--- config.mk ---
export PLATFORM = sky130hd
export DESIGN_NAME = fetch_redirect_unit
export DESIGN_NICKNAME = d
export VERILOG_FILES = /design/src/rtl/fru_pkg.sv /design/src/rtl/fru_redirect_q.sv /design/src/rtl/fru_fetch_ctl.sv /design/src/rtl/fru_exec_check.sv /design/src/rtl/fetch_redirect_unit.sv
export SDC_FILE = /design/constraint.sdc
export NUM_CORES = 1
export LEC_CHECK = 0
export ABC_AREA = 1
export ABC_CLOCK_PERIOD_IN_PS = 1850
export BUFFER_PORTS_ARGS = -buffer_cell sky130_fd_sc_hd__clkbuf_2
export CAP_MARGIN = 0
export CORE_AREA = 2 2 163 165
export DETAILED_ROUTE_END_ITERATION = 8
export DIE_AREA = 0 0 165 167
export PLACE_DENSITY_LB_ADDON = 0.12
export SETUP_SLACK_MARGIN = 0.05
export SLEW_MARGIN = 0
export SYNTH_ARGS = -nofsm -noshare
export SYNTH_HDL_FRONTEND = slang
export SYNTH_SLANG_ARGS = --single-unit
--- constraint.sdc ---
create_clock -name clk -period 1.85 [get_ports clk]
set_clock_uncertainty 0.15 [all_clocks]
set_input_delay 0.37 -clock clk [delete_from_list [all_inputs] [get_ports clk]]
set_output_delay 0.37 -clock clk [all_outputs]
set_load 0.005 [all_outputs]
--- src/rtl/fru_pkg.sv ---
package fru_pkg;
  localparam int unsigned FRU_INSTR_BYTES = 4;

  typedef enum logic [1:0] {
    RES_IDLE   = 2'd0,
    RES_COMMIT = 2'd1,
    RES_DROP   = 2'd2
  } res_kind_e;
endpackage

--- src/rtl/fru_redirect_q.sv ---
module fru_redirect_q #(
  parameter int unsigned AW = 32
) (
  input  logic          clk,
  input  logic          rst,
  input  logic          push,
  input  logic [AW-1:0] push_pc,
  input  logic          pop,
  output logic          full,
  output logic [AW-1:0] head_pc
);
  always_ff @(posedge clk) begin
    if (rst) begin
      full    <= 1'b0;
      head_pc <= '0;
    end else if (push) begin
      full    <= 1'b1;
      head_pc <= push_pc;
    end else if (pop) begin
      full    <= 1'b0;
    end
  end
endmodule

--- src/rtl/fru_fetch_ctl.sv ---
module fru_fetch_ctl #(
  parameter int unsigned AW       = 32,
  parameter int unsigned STEP     = 4,
  parameter logic [AW-1:0] RESET_PC = '0
) (
  input  logic          clk,
  input  logic          rst,
  input  logic          imem_ready,
  input  logic          dec_ready,
  input  logic          redir_full,
  input  logic [AW-1:0] redir_pc,
  output logic          redir_pop,
  output logic          iss_valid,
  output logic [AW-1:0] iss_pc,
  output logic [AW-1:0] iss_pred,
  output logic          iss_epoch
);
  localparam logic [AW-1:0] STEP_V = AW'(STEP);

  logic [AW-1:0] pc_q;
  logic          epoch_q;
  logic          issue;

  assign redir_pop = redir_full;
  assign issue     = !redir_full && imem_ready && dec_ready;

  always_ff @(posedge clk) begin
    if (rst) begin
      pc_q      <= RESET_PC;
      epoch_q   <= 1'b0;
      iss_valid <= 1'b0;
      iss_pc    <= '0;
      iss_pred  <= '0;
      iss_epoch <= 1'b0;
    end else begin
      iss_valid <= issue;
      if (redir_full) begin
        pc_q    <= redir_pc;
        epoch_q <= ~epoch_q;
      end else if (issue) begin
        iss_pc    <= pc_q;
        iss_pred  <= pc_q + STEP_V;
        iss_epoch <= epoch_q;
        pc_q      <= pc_q + STEP_V;
      end
    end
  end
endmodule

--- src/rtl/fru_exec_check.sv ---
module fru_exec_check
  import fru_pkg::*;
#(
  parameter int unsigned AW = 32
) (
  input  logic          clk,
  input  logic          rst,
  input  logic          in_valid,
  input  logic          in_epoch,
  input  logic [AW-1:0] in_pred,
  input  logic [AW-1:0] in_next,
  output logic          push,
  output logic [AW-1:0] push_pc,
  output logic          epoch,
  output logic          commit,
  output logic          drop,
  output logic          mispredict
);
  logic      same_epoch;
  res_kind_e kind;

  assign same_epoch = in_valid && (in_epoch == epoch);
  assign push       = same_epoch && (in_next != in_pred);
  assign push_pc    = in_next;

  always_comb begin
    if (!in_valid)       kind = RES_IDLE;
    else if (same_epoch) kind = RES_COMMIT;
    else                 kind = RES_DROP;
  end

  always_ff @(posedge clk) begin
    if (rst) begin
      epoch      <= 1'b0;
      commit     <= 1'b0;
      drop       <= 1'b0;
      mispredict <= 1'b0;
    end else begin
      commit     <= (kind == RES_COMMIT);
      drop       <= (kind == RES_DROP);
      mispredict <= push;
      if (push) epoch <= ~epoch;
    end
  end
endmodule

--- src/rtl/fetch_redirect_unit.sv ---
module fetch_redirect_unit #(
  parameter int unsigned AW = 32
) (
  input  logic          clk,
  input  logic          rst,
  input  logic          imem_req_ready,
  output logic          imem_req_valid,
  output logic [AW-1:0] imem_req_addr,
  input  logic          fd_ready,
  output logic          fd_valid,
  output logic [AW-1:0] fd_pc,
  output logic [AW-1:0] fd_pred_pc,
  output logic          fd_epoch,
  input  logic          res_valid,
  input  logic          res_epoch,
  input  logic [AW-1:0] res_pred_pc,
  input  logic [AW-1:0] res_next_pc,
  output logic          res_commit,
  output logic          res_drop,
  output logic          res_mispredict
);
  logic          redir_push;
  logic [AW-1:0] redir_push_pc;
  logic          redir_pop;
  logic          redir_full;
  logic [AW-1:0] redir_head;
  logic          exec_epoch;

  fru_redirect_q #(.AW(AW)) rq_i (
    .clk(clk), .rst(rst),
    .push(redir_push), .push_pc(redir_push_pc),
    .pop(redir_pop), .full(redir_full), .head_pc(redir_head)
  );

  fru_fetch_ctl #(.AW(AW), .STEP(fru_pkg::FRU_INSTR_BYTES)) fc_i (
    .clk(clk), .rst(rst),
    .imem_ready(imem_req_ready), .dec_ready(fd_ready),
    .redir_full(redir_full), .redir_pc(redir_head), .redir_pop(redir_pop),
    .iss_valid(fd_valid), .iss_pc(fd_pc), .iss_pred(fd_pred_pc),
    .iss_epoch(fd_epoch)
  );

  fru_exec_check #(.AW(AW)) ec_i (
    .clk(clk), .rst(rst),
    .in_valid(res_valid), .in_epoch(res_epoch),
    .in_pred(res_pred_pc), .in_next(res_next_pc),
    .push(redir_push), .push_pc(redir_push_pc), .epoch(exec_epoch),
    .commit(res_commit), .drop(res_drop), .mispredict(res_mispredict)
  );

  assign imem_req_valid = fd_valid;
  assign imem_req_addr  = fd_pc;
endmodule

==> impl_results.md, run 1 <==
- Run status: complete, no violations
- # Max-Cap Violations: 0
- Leakage: 3.84 nW
- CTS tree: built
- Critical-path cell list: nand3_4, nor2_4, nand2_4, nor2_1, buf_4, nand2_1, nand2_1, nand3_1, a21oi_1
- Cell Area, Synth: 6390 um2
- Logic gate share of total power: 0.120
- Seq pwr share: 0.430
- Final Critical Period: 1710 ps
- Post-synthesis register bit count: 133
- P_int: 5.38 mW
- Final Max Tran Viols: 0
- Sink Count: 133
- Largest cells by area after synthesis: dfxtp_1 42%, nand2_1 15%, a21oi_1 6.7%
- Initial antenna violation count: 0
- Initial drt markers: 365
- Setup Slack @ Placement: -139 ps
- Synth Net Count: 988
- Dpl cells: 1,391
- Number of global-route vias before repair: 5,651
- Hold buffers post-CTS: 0
- Ys async rst share: 0
- Crit-path most repeated cell: nand2_1
- RSZ-0062 raised after global routing: yes
- Num rows: 59
- CP Launch Type: flop
- Synth cell types: 30
- Reg clk slew, reported paths: 60 ps
- Antenna-violating nets left: 0
- Number of synthesized flops with an enable pin: 0
- Setup crit end kind: flop
- Max FO, Critical Path: 4
- Drt total wl: 20,300 um
- Slew margin rel.: 0.728
- Clock Root Buffer: clkbuf_16
- Fill cells: 2,873
- Fmax: 585 MHz
- Vias/cell: 4.24
- Diodes inserted: 0
- H-Tree Depth: 4
- Switching Fraction: 0.264
- Setup tns final: 0 ps
- VDD IR max: 616 uV
- Bufs on Longest Clock Path: 2
- Post-Layout Cell Count: 1,426
- Synth area leader: dfxtp_1
- Crit share post-route: 0.924
- Reg2Reg Depth: 9
- Yosys top cell area share: 0.417
- Ports: 172
- Clock power frac: 0.450
- Most frequent cells in the layout: 251 x nand2_1, 171 x clkbuf_2, 120 x dfxtp_1
- Crit path DAT: 1910 ps
- Largest net degree at the start of global routing: 69
- Final Setup Violations: 0
- First-pass GRT wire length: 31,700 um
- Avg Synthesized Cell Area: 6.97 um2
- Slew @ Worst Pin: 407 ps
- DR DRC count: 0
- Fin. Hold Viols: 0
- Power density over the cells: 873 nW/um2
- IO Port Bufs: 171
- Worst hold slack: 22.9 ps
- GRT Overall Usage: 0.150
- Hold path cells: 3
- CTS buffer count: 17
- Crit path kind: flop to flop
- Final #Nets: 1,149
- Layout cell share with drive strength beyond 1: 0.274
- Detailed-route via count: 6,046
- Register area share after synthesis: 0.417
- Core Region: 25,800 um2
- Tot Pwr: 7.31 mW
- Crit path required time: 2050 ps
- Synth warn: 0
- Die width: 165 um
- Commonest non-fill, non-tap cell in the layout: nand2_1
- Final Wtd Congestion: 0.821
- Starting density of the core: 0.248
- Post-Synthesis Cells: 917
- Area grow syn2layout: 31.0%
- Die area: 27,600 um2
- Most used flip-flop cell after synthesis: dfxtp_1
- Max stage delay on crit path: 360 ps
- Die Height: 167 um
- Setup WS post-layout: 141 ps
- Dpl hpwl: 14,900 um
- 1st-pass router iterations: 5
- Worst min path class: primary input to flop
- Psw: 1.93 mW
- Grt total ovfl: 0
- Skew-Pair Late Insertion Delay: 420 ps
- Worst path slowest cell: dfxtp_4
- Routed length per placed instance: 14.2 um
synthesized netlist by cell type (2+ instances only):
| cell | instances |
|---|---|
| a21oi_1 | 86 |
| a31oi_1 | 16 |
| buf_1 | 3 |
| buf_2 | 12 |
| buf_4 | 38 |
| clkbuf_1 | 25 |
| dfxtp_1 | 133 |
| inv_1 | 89 |
| inv_2 | 3 |
| nand2_1 | 251 |
| nand2_2 | 3 |
| nand3_1 | 52 |
| nand3_2 | 3 |
| nand3b_1 | 10 |
| nand4_1 | 4 |
| nor2_1 | 82 |
| nor2_2 | 2 |
| nor2_4 | 2 |
| nor3_1 | 7 |
| nor3_4 | 2 |
| o21ai_0 | 51 |
| xnor2_1 | 27 |
| xor2_1 | 9 |
logic make-up (layout without fill, tap and decap cells):
kind of cell    count (synthesis)  count (layout)  share of synthesized area
fa+ha+maj                       1               1                    0.00196
buf+inv                       171             345                      0.126
compound gates                155             155                      0.125
simple gates                  421             421                      0.280
flops                         133             133                      0.417
xor+xnor                       36              36                     0.0494
flip-flops by register name (all words and copies together), names as in the netlist:
| name | flops |
|---|---|
| ec_i.commit | 1 |
| ec_i.drop | 1 |
| ec_i.epoch | 1 |
| ec_i.mispredict | 1 |
| fc_i.epoch_q | 1 |
| fc_i.iss_epoch | 1 |
| fc_i.iss_pc | 30 |
| fc_i.iss_pred | 32 |
| fc_i.iss_valid | 1 |
| fc_i.pc_q | 32 |
| rq_i.head_pc | 32 |
worst paths after layout:
| check | start | endpoint | slack, ps |
|---|---|---|---|
| max | fc_i.pc_q[4]$_SDFFE_PP0P_ | fc_i.iss_pred[27]$_SDFFE_PP0P_ | 140 |
| min | res_valid | ec_i.drop$_SDFF_PP0_ | 20 |
| max reg2reg | fc_i.pc_q[4]$_SDFFE_PP0P_ | fc_i.iss_pred[27]$_SDFFE_PP0P_ | 140 |
| min reg2reg | fc_i.pc_q[1]$_SDFFE_PP0P_ | fc_i.iss_pred[1]$_SDFFE_PP0P_ | 310 |
per-layer routing:
layer	track usage	part of all wire	routed length, um
met1	0.225	0.52	10500
met2	0.210	0.41	8380
met3	0.0354	0.059	1200
met4	0.0454	0.011	227
met5	0	0	0
power by group through the flow:
stage	logic, mW	registers (mW)	clock network, mW
detailed placement	0.879	3.21	0
finish	0.877	3.15	3.29
floorplan	0.556	3.18	0
global route	1.02	3.17	3.51
CTS	0.884	3.15	3.38
global placement	0.875	3.20	0
repair_timing:
action | CTS | global route
pin swaps | 0 | 8
cloned | 0 | 1
setup buffers | 0 | 2
setup endpoints to repair | 1 | 38
gates resized for setup | 3 | 37
worst max-delay path: cells and delay by family, from the launching register on:
kind | cells | cell delay, ps
and+or+nand+nor | 7 | 800
DFF | 1 | 360
buffers and inverters | 1 | 180
AOI/OAI and AO/OA | 1 | 140
cell type report:
| type | instances | area [um2] | area share |
|---|---|---|---|
| repair buffers | 221 | 1350 | 0.162 |
| multi-input cells | 613 | 3000 | 0.358 |
| inverters | 92 | 345 | 0.0413 |
| clock inverters | 14 | 138 | 0.0164 |
| flip-flops and latches | 133 | 2690 | 0.321 |
| clock buffers | 18 | 429 | 0.0513 |
| well taps | 335 | 419 | 0.0501 |
through the flow:
stage	cell area (um2)	utilization
2_1_floorplan	6390	-
3_3_place_gp	7650	0.297
3_5_place_dp	7650	0.297
4_1_cts	8230	0.319
5_1_grt	8370	0.325
6_report	8370	0.325
Power figures use the tool's default switching activity.
==> run 2: changes to the inputs <==
==> constraint.sdc (replaced) <==
create_clock -name clk -period 1.85 [get_ports clk]
set_clock_uncertainty 0.15 [all_clocks]
set_input_delay 0.0925 -clock clk [delete_from_list [all_inputs] [get_ports clk]]
set_output_delay 0.0925 -clock clk [all_outputs]
set_load 0.005 [all_outputs]
==> run 2 against run 1 <==
Power rose by 6.9%. Global-route usage rose by 0.26 points. Critical path depth fell by 4. Core utilization increased by 1.4 points. Non-clock buffer count up 20. Worst hold slack better by 45 ps. Die area is the same. Sequential power hardly changed.
==> impl_results.md, run 2 (same netlist as run 1, synthesis figures left out) <==
- Run status: complete, no violations
- Seq pwr share: 0.404
- Crit path kind: flop to flop
- Clock Root Buffer: clkbuf_16
- Grt total ovfl: 0
- Drt total wl: 21,100 um
- Met2 Routed Length: 8960 um
- Bufs on Longest Clock Path: 2
- Starting density of the core: 0.248
- IO Port Bufs: 171
- Clock power frac: 0.477
- Final Max Tran Viols: 0
- Die Height: 167 um
- Skew-Pair Late Insertion Delay: 410 ps
- RSZ-0062 raised after global routing: yes
- Logic gate share of total power: 0.119
- CTS buffer count: 17
- WL met1: 10,800 um
- Largest net degree at the start of global routing: 58
- Initial drt markers: 281
- Max stage delay on crit path: 630 ps
- CP Launch Type: flop
- Leakage: 3.95 nW
- Top flop regs: fc_i.iss_pred x32, fc_i.pc_q x32, rq_i.head_pc x32
- Layout cell share with drive strength beyond 1: 0.262
- Cell Area, Placed: 7470 um2
- Switching Fraction: 0.244
- Met3 Wirelength: 1070 um
- Post-layout util: 0.339
- Crit path DAT: 1920 ps
- Worst min path class: primary input to flop
- Num rows: 59
- Core Region: 25,800 um2
- VDD IR max: 428 uV
- P_int: 5.90 mW
- Final Critical Period: 1770 ps
- Die area: 27,600 um2
- CTS tree: built
- Number of global-route vias before repair: 5,787
- Initial antenna violation count: 0
- Post-Layout Cell Count: 1,448
- Max FO, Critical Path: 13
- Dpl hpwl: 15,100 um
- First-pass GRT wire length: 32,300 um
- H-Tree Depth: 4
- Reg clk slew, reported paths: 60 ps
- Crit path required time: 2000 ps
- Dpl cells: 1,373
- GRT Overall Usage: 0.153
- Fin. Hold Viols: 0
- Slew margin rel.: 0.486
- Antenna-violating nets left: 0
- Die width: 165 um
- DR top layer: met4
- Routed length per placed instance: 14.5 um
- Final Setup Violations: 0
- Worst path slowest cell: nor2_2
- Sink Count: 133
- Setup crit end kind: flop
- Ports: 172
- # Max-Cap Violations: 0
- Crit share post-route: 0.955
- Power density over the cells: 894 nW/um2
- Psw: 1.91 mW
- Fmax: 566 MHz
- Vias/cell: 4.27
- Most frequent cells in the layout: 250 x nand2_1, 171 x clkbuf_2, 120 x dfxtp_1
- Critical-path cell list: xor2_2, nor2_2, nand3_1, nand2_1, nor2_1
- 1st-pass router iterations: 5
- Slew @ Worst Pin: 771 ps
- DR DRC count: 0
- Final #Nets: 1,172
- Post-route cell area: 8730 um2
- Final Wtd Congestion: 0.813
- Commonest non-fill, non-tap cell in the layout: nand2_1
- Detailed-route via count: 6,181
- Setup tns final: 0 ps
- Diodes inserted: 0
- Area grow syn2layout: 36.7%
- Worst hold slack: 68.3 ps
==> run 2: cell count changes in the layout (fill, tap and decap cells not counted), sizes merged <==
| cell | delta |
|---|---|
| nand2 | +1 |
| clkinvlp | -3 |
| clkbuf | +5 |
| nor2 | +2 |
| clkinv | -6 |
| buf | -13 |
| dlygate4sd3 | +34 |
| bufinv | +2 |
==> run 2: metal layers <==
| metal | vias up | GRT usage |
|---|---|---|
| met5 | - | 0 |
| met4 | 0 | 0.0397 |
| met3 | 11 | 0.0354 |
| met2 | 158 | 0.225 |
| met1 | 2767 | 0.223 |
| li1 | 3245 | - |
==> run 2: what timing repair did <==
action,4_1_cts,5_1_grt
cloned,1,2
resized for setup,6,47
pin swaps,1,10
endpoints found under the hold margin,38,0
setup endpoints to repair,48,68
hold buffers,34,0
setup buffers,0,7
==> run 2: layout make-up <==
class / instances / area [um2]
Clock inverter: 7 / 141
Sequential cell: 133 / 2700
Clock buffer: 24 / 512
Multi-Input combinational cell: 616 / 3090
Fill cell: 2799 / 17000
Inverter: 92 / 345
Tap cell: 335 / 419
Timing Repair Buffer: 241 / 1530
==> run 2: worst max-delay path: cells and delay by family, from the launching register on <==
family,cells,cell delay [ps]
flops,1,340
xor+xnor,1,240
simple gates,4,930
==> run 2: metrics by stage <==
| step | power (mW) | worst slack, ps |
|---|---|---|
| final | 7.81 | 83.2 |
| after global routing | 8.17 | 26.2 |
| after CTS | 7.90 | 3.07 |
| after detailed placement | 4.06 | -173 |
| after global placement | 4.06 | -144 |
| after floorplan | 3.73 | 345 |
==> run 2: worst paths after layout <==
kind | startpoint | end | slack (ps) | depth (start not counted)
max | ec_i.epoch$_SDFFE_PP0P_ | rq_i.head_pc[20]$_SDFFE_PP0P_ | 80 | 5
min | res_epoch | ec_i.drop$_SDFF_PP0_ | 70 | 5
max reg2reg | ec_i.epoch$_SDFFE_PP0P_ | rq_i.head_pc[20]$_SDFFE_PP0P_ | 80 | 5
min reg2reg | fc_i.pc_q[1]$_SDFFE_PP0P_ | fc_i.iss_pred[1]$_SDFFE_PP0P_ | 290 | 2
==> run 2: power groups by stage <==
stage	clock (mW)	combinational, mW	sequential (mW)
finish	3.73	0.933	3.15
global route	3.94	1.06	3.17
CTS	3.83	0.919	3.15
detailed placement	0	0.849	3.21
global placement	0	0.847	3.21
floorplan	0	0.556	3.18
==> run 3: changes to the inputs <==
- PLACE_DENSITY_LB_ADDON: 0.12 -> not set
==> run 3 against run 2 <==
Combinational power fell by 2%. Critical path type unchanged. Sequential cell count stayed put. Die area is the same. Largest power group unchanged. Worst hold slack worse by 3.7 ps.
==> impl_results.md, run 3 (same netlist as run 1, synthesis figures left out) <==
- Run status: complete, no violations
- Largest net degree at the start of global routing: 49
- Worst R2R End: fc_i.pc_q[24]$_SDFFE_PP0P_
- Dpl cells: 1,369
- GRT Overall Usage: 0.153
- Reg2Reg Depth: 7
- Post-Layout Cell Count: 1,445
- Max FO, Critical Path: 4
- Slew @ Worst Pin: 662 ps
- GR Util met1: 0.221
- 1st-pass router iterations: 5
- Hold path cells: 3
- CP Launch Type: flop
- CTS tree: built
- Crit path required time: 2050 ps
- First-pass GRT wire length: 32,200 um
- Worst min path class: primary input to flop
- Fmax: 579 MHz
- H-Tree Depth: 4
- Vias/cell: 4.41
- Crit path kind: flop to flop
- Final #Nets: 1,168
- Fin. Hold Viols: 0
- Skew-Pair Late Insertion Delay: 430 ps
- Num rows: 59
- Leakage: 3.95 nW
- Grt total ovfl: 0
- CTS buffer count: 17
- Reg clk slew, reported paths: 60 ps
- Crit path DAT: 1930 ps
- IO Port Bufs: 171
- Critical-path cell list: ha_2, nand2_1, nor2_2, nand3_1, xor2_1, nand2_1, a21oi_1
- Commonest non-fill, non-tap cell in the layout: nand2_1
- Top flop regs: fc_i.iss_pred x32, fc_i.pc_q x32, rq_i.head_pc x32
- Setup Slack @ Placement: 5.59 ps
- Routed length per placed instance: 14.8 um
- DR DRC count: 0
- GR Util met2: 0.226
- Sink Count: 133
- Crit path to: fc_i.pc_q[24]$_SDFFE_PP0P_
- Tot Pwr: 7.80 mW
- Ports: 172
- Antenna-violating nets left: 0
- Power density over the cells: 891 nW/um2
- VDD IR max: 505 uV
- Final Wtd Congestion: 0.898
- CP Depth: 7
- Detailed-route via count: 6,373
- Delay-heaviest family, CP: simple AND/OR/NAND/NOR gates
- Die Height: 167 um
- Bufs on Longest Clock Path: 2
- R2R Path Start: fc_i.pc_q[2]$_SDFFE_PP0P_
- Slew margin rel.: 0.556
- RSZ-0062 raised after global routing: yes
- Post-route cell area: 8750 um2
- Worst path slowest cell: dfxtp_4
- Setup crit end kind: flop
- Starting density of the core: 0.248
- Layout cell share with drive strength beyond 1: 0.265
- Setup WS post-layout: 122 ps
- Worst R2R Setup Slack: 120 ps
- Met3 usage: 0.0309
- Gr busiest metal: met2
- Drt total wl: 21,400 um
- Area grow syn2layout: 37.1%
- Dpl hpwl: 15,600 um
- Clock Root Buffer: clkbuf_16
- Final Critical Period: 1730 ps
- Number of global-route vias before repair: 5,736
- Max stage delay on crit path: 380 ps
- Final Max Tran Viols: 0
- Cell Area, Placed: 7430 um2
- Final Setup Violations: 0
- Post-layout util: 0.340
- Initial antenna violation count: 0
- Die area: 27,600 um2
- Most frequent cells in the layout: 248 x nand2_1, 167 x clkbuf_2, 118 x dfxtp_1
- Die width: 165 um
- Diodes inserted: 0
- Worst Setup SP: fc_i.pc_q[2]$_SDFFE_PP0P_
- Crit share post-route: 0.934
- Initial drt markers: 396
- WP buf/inv: 0
- # Max-Cap Violations: 0
- Crit-path most repeated cell: nand2_1
- Core Region: 25,800 um2
-- run 3: cell count changes in the layout (fill, tap and decap cells not counted), sizes merged --
cell         delta
dlygate4sd3     +2
clkinv          +2
nand2           -1
inv             +1
clkbuf          -5
clkinvlp        +1
nor2            -2
buf             -1
-- run 3: final cells by class --
cell class / count / area [um2]
clock inverters: 11 / 171
well taps: 335 / 419
multi-input cells: 613 / 3070
repair buffers: 240 / 1570
clock buffers: 21 / 480
inverters: 92 / 345
fillers: 2761 / 17000
flip-flops and latches: 133 / 2700
-- run 3: worst min path at each step --
stage | slack, ps | end | startpoint
after floorplan | 60 | ec_i.drop$_SDFF_PP0_ | res_valid
after global placement | 170 | ec_i.drop$_SDFF_PP0_ | res_valid
after detailed placement | 190 | ec_i.drop$_SDFF_PP0_ | res_valid
after CTS | 40 | ec_i.commit$_SDFF_PP0_ | res_epoch
after global routing | 70 | fc_i.iss_pred[7]$_SDFFE_PP0P_ | rst
final | 60 | fc_i.iss_pred[10]$_SDFFE_PP0P_ | rst
-- run 3: power by group --
group / switching, mW / internal, mW
registers: 0.131 / 3.02
clock network: 1.33 / 2.40
logic: 0.511 / 0.406
-- run 3: what timing repair did --
item                       CTS  global route
setup buffers                0             8
gates cloned                 0             4
hold buffers                36             0
gates resized for setup      7            58
hold endpoints to repair    34             0
pin swaps                    1            14
setup endpoints to repair   22            74
-- run 3: routing by layer --
metal	part of all wire	wire (um)
met5	0	0
met4	0.0089	190
met3	0.056	1190
met2	0.44	9500
met1	0.49	10500
-- run 3: tightest hold or removal path: stages --
cell      delay, ps
clkbuf_2        140
buf_4           240
a21oi_1         130
-- run 3: stage by stage --
| step | setup TNS, ps | hold slack [ps] |
|---|---|---|
| floorplan | 0 | 63.9 |
| global placement | -6.98 | 173 |
| CTS | 0 | 40.8 |
| detailed placement | 0 | 187 |
| finish | 0 | 64.6 |
| global route | 0 | 69.0 |
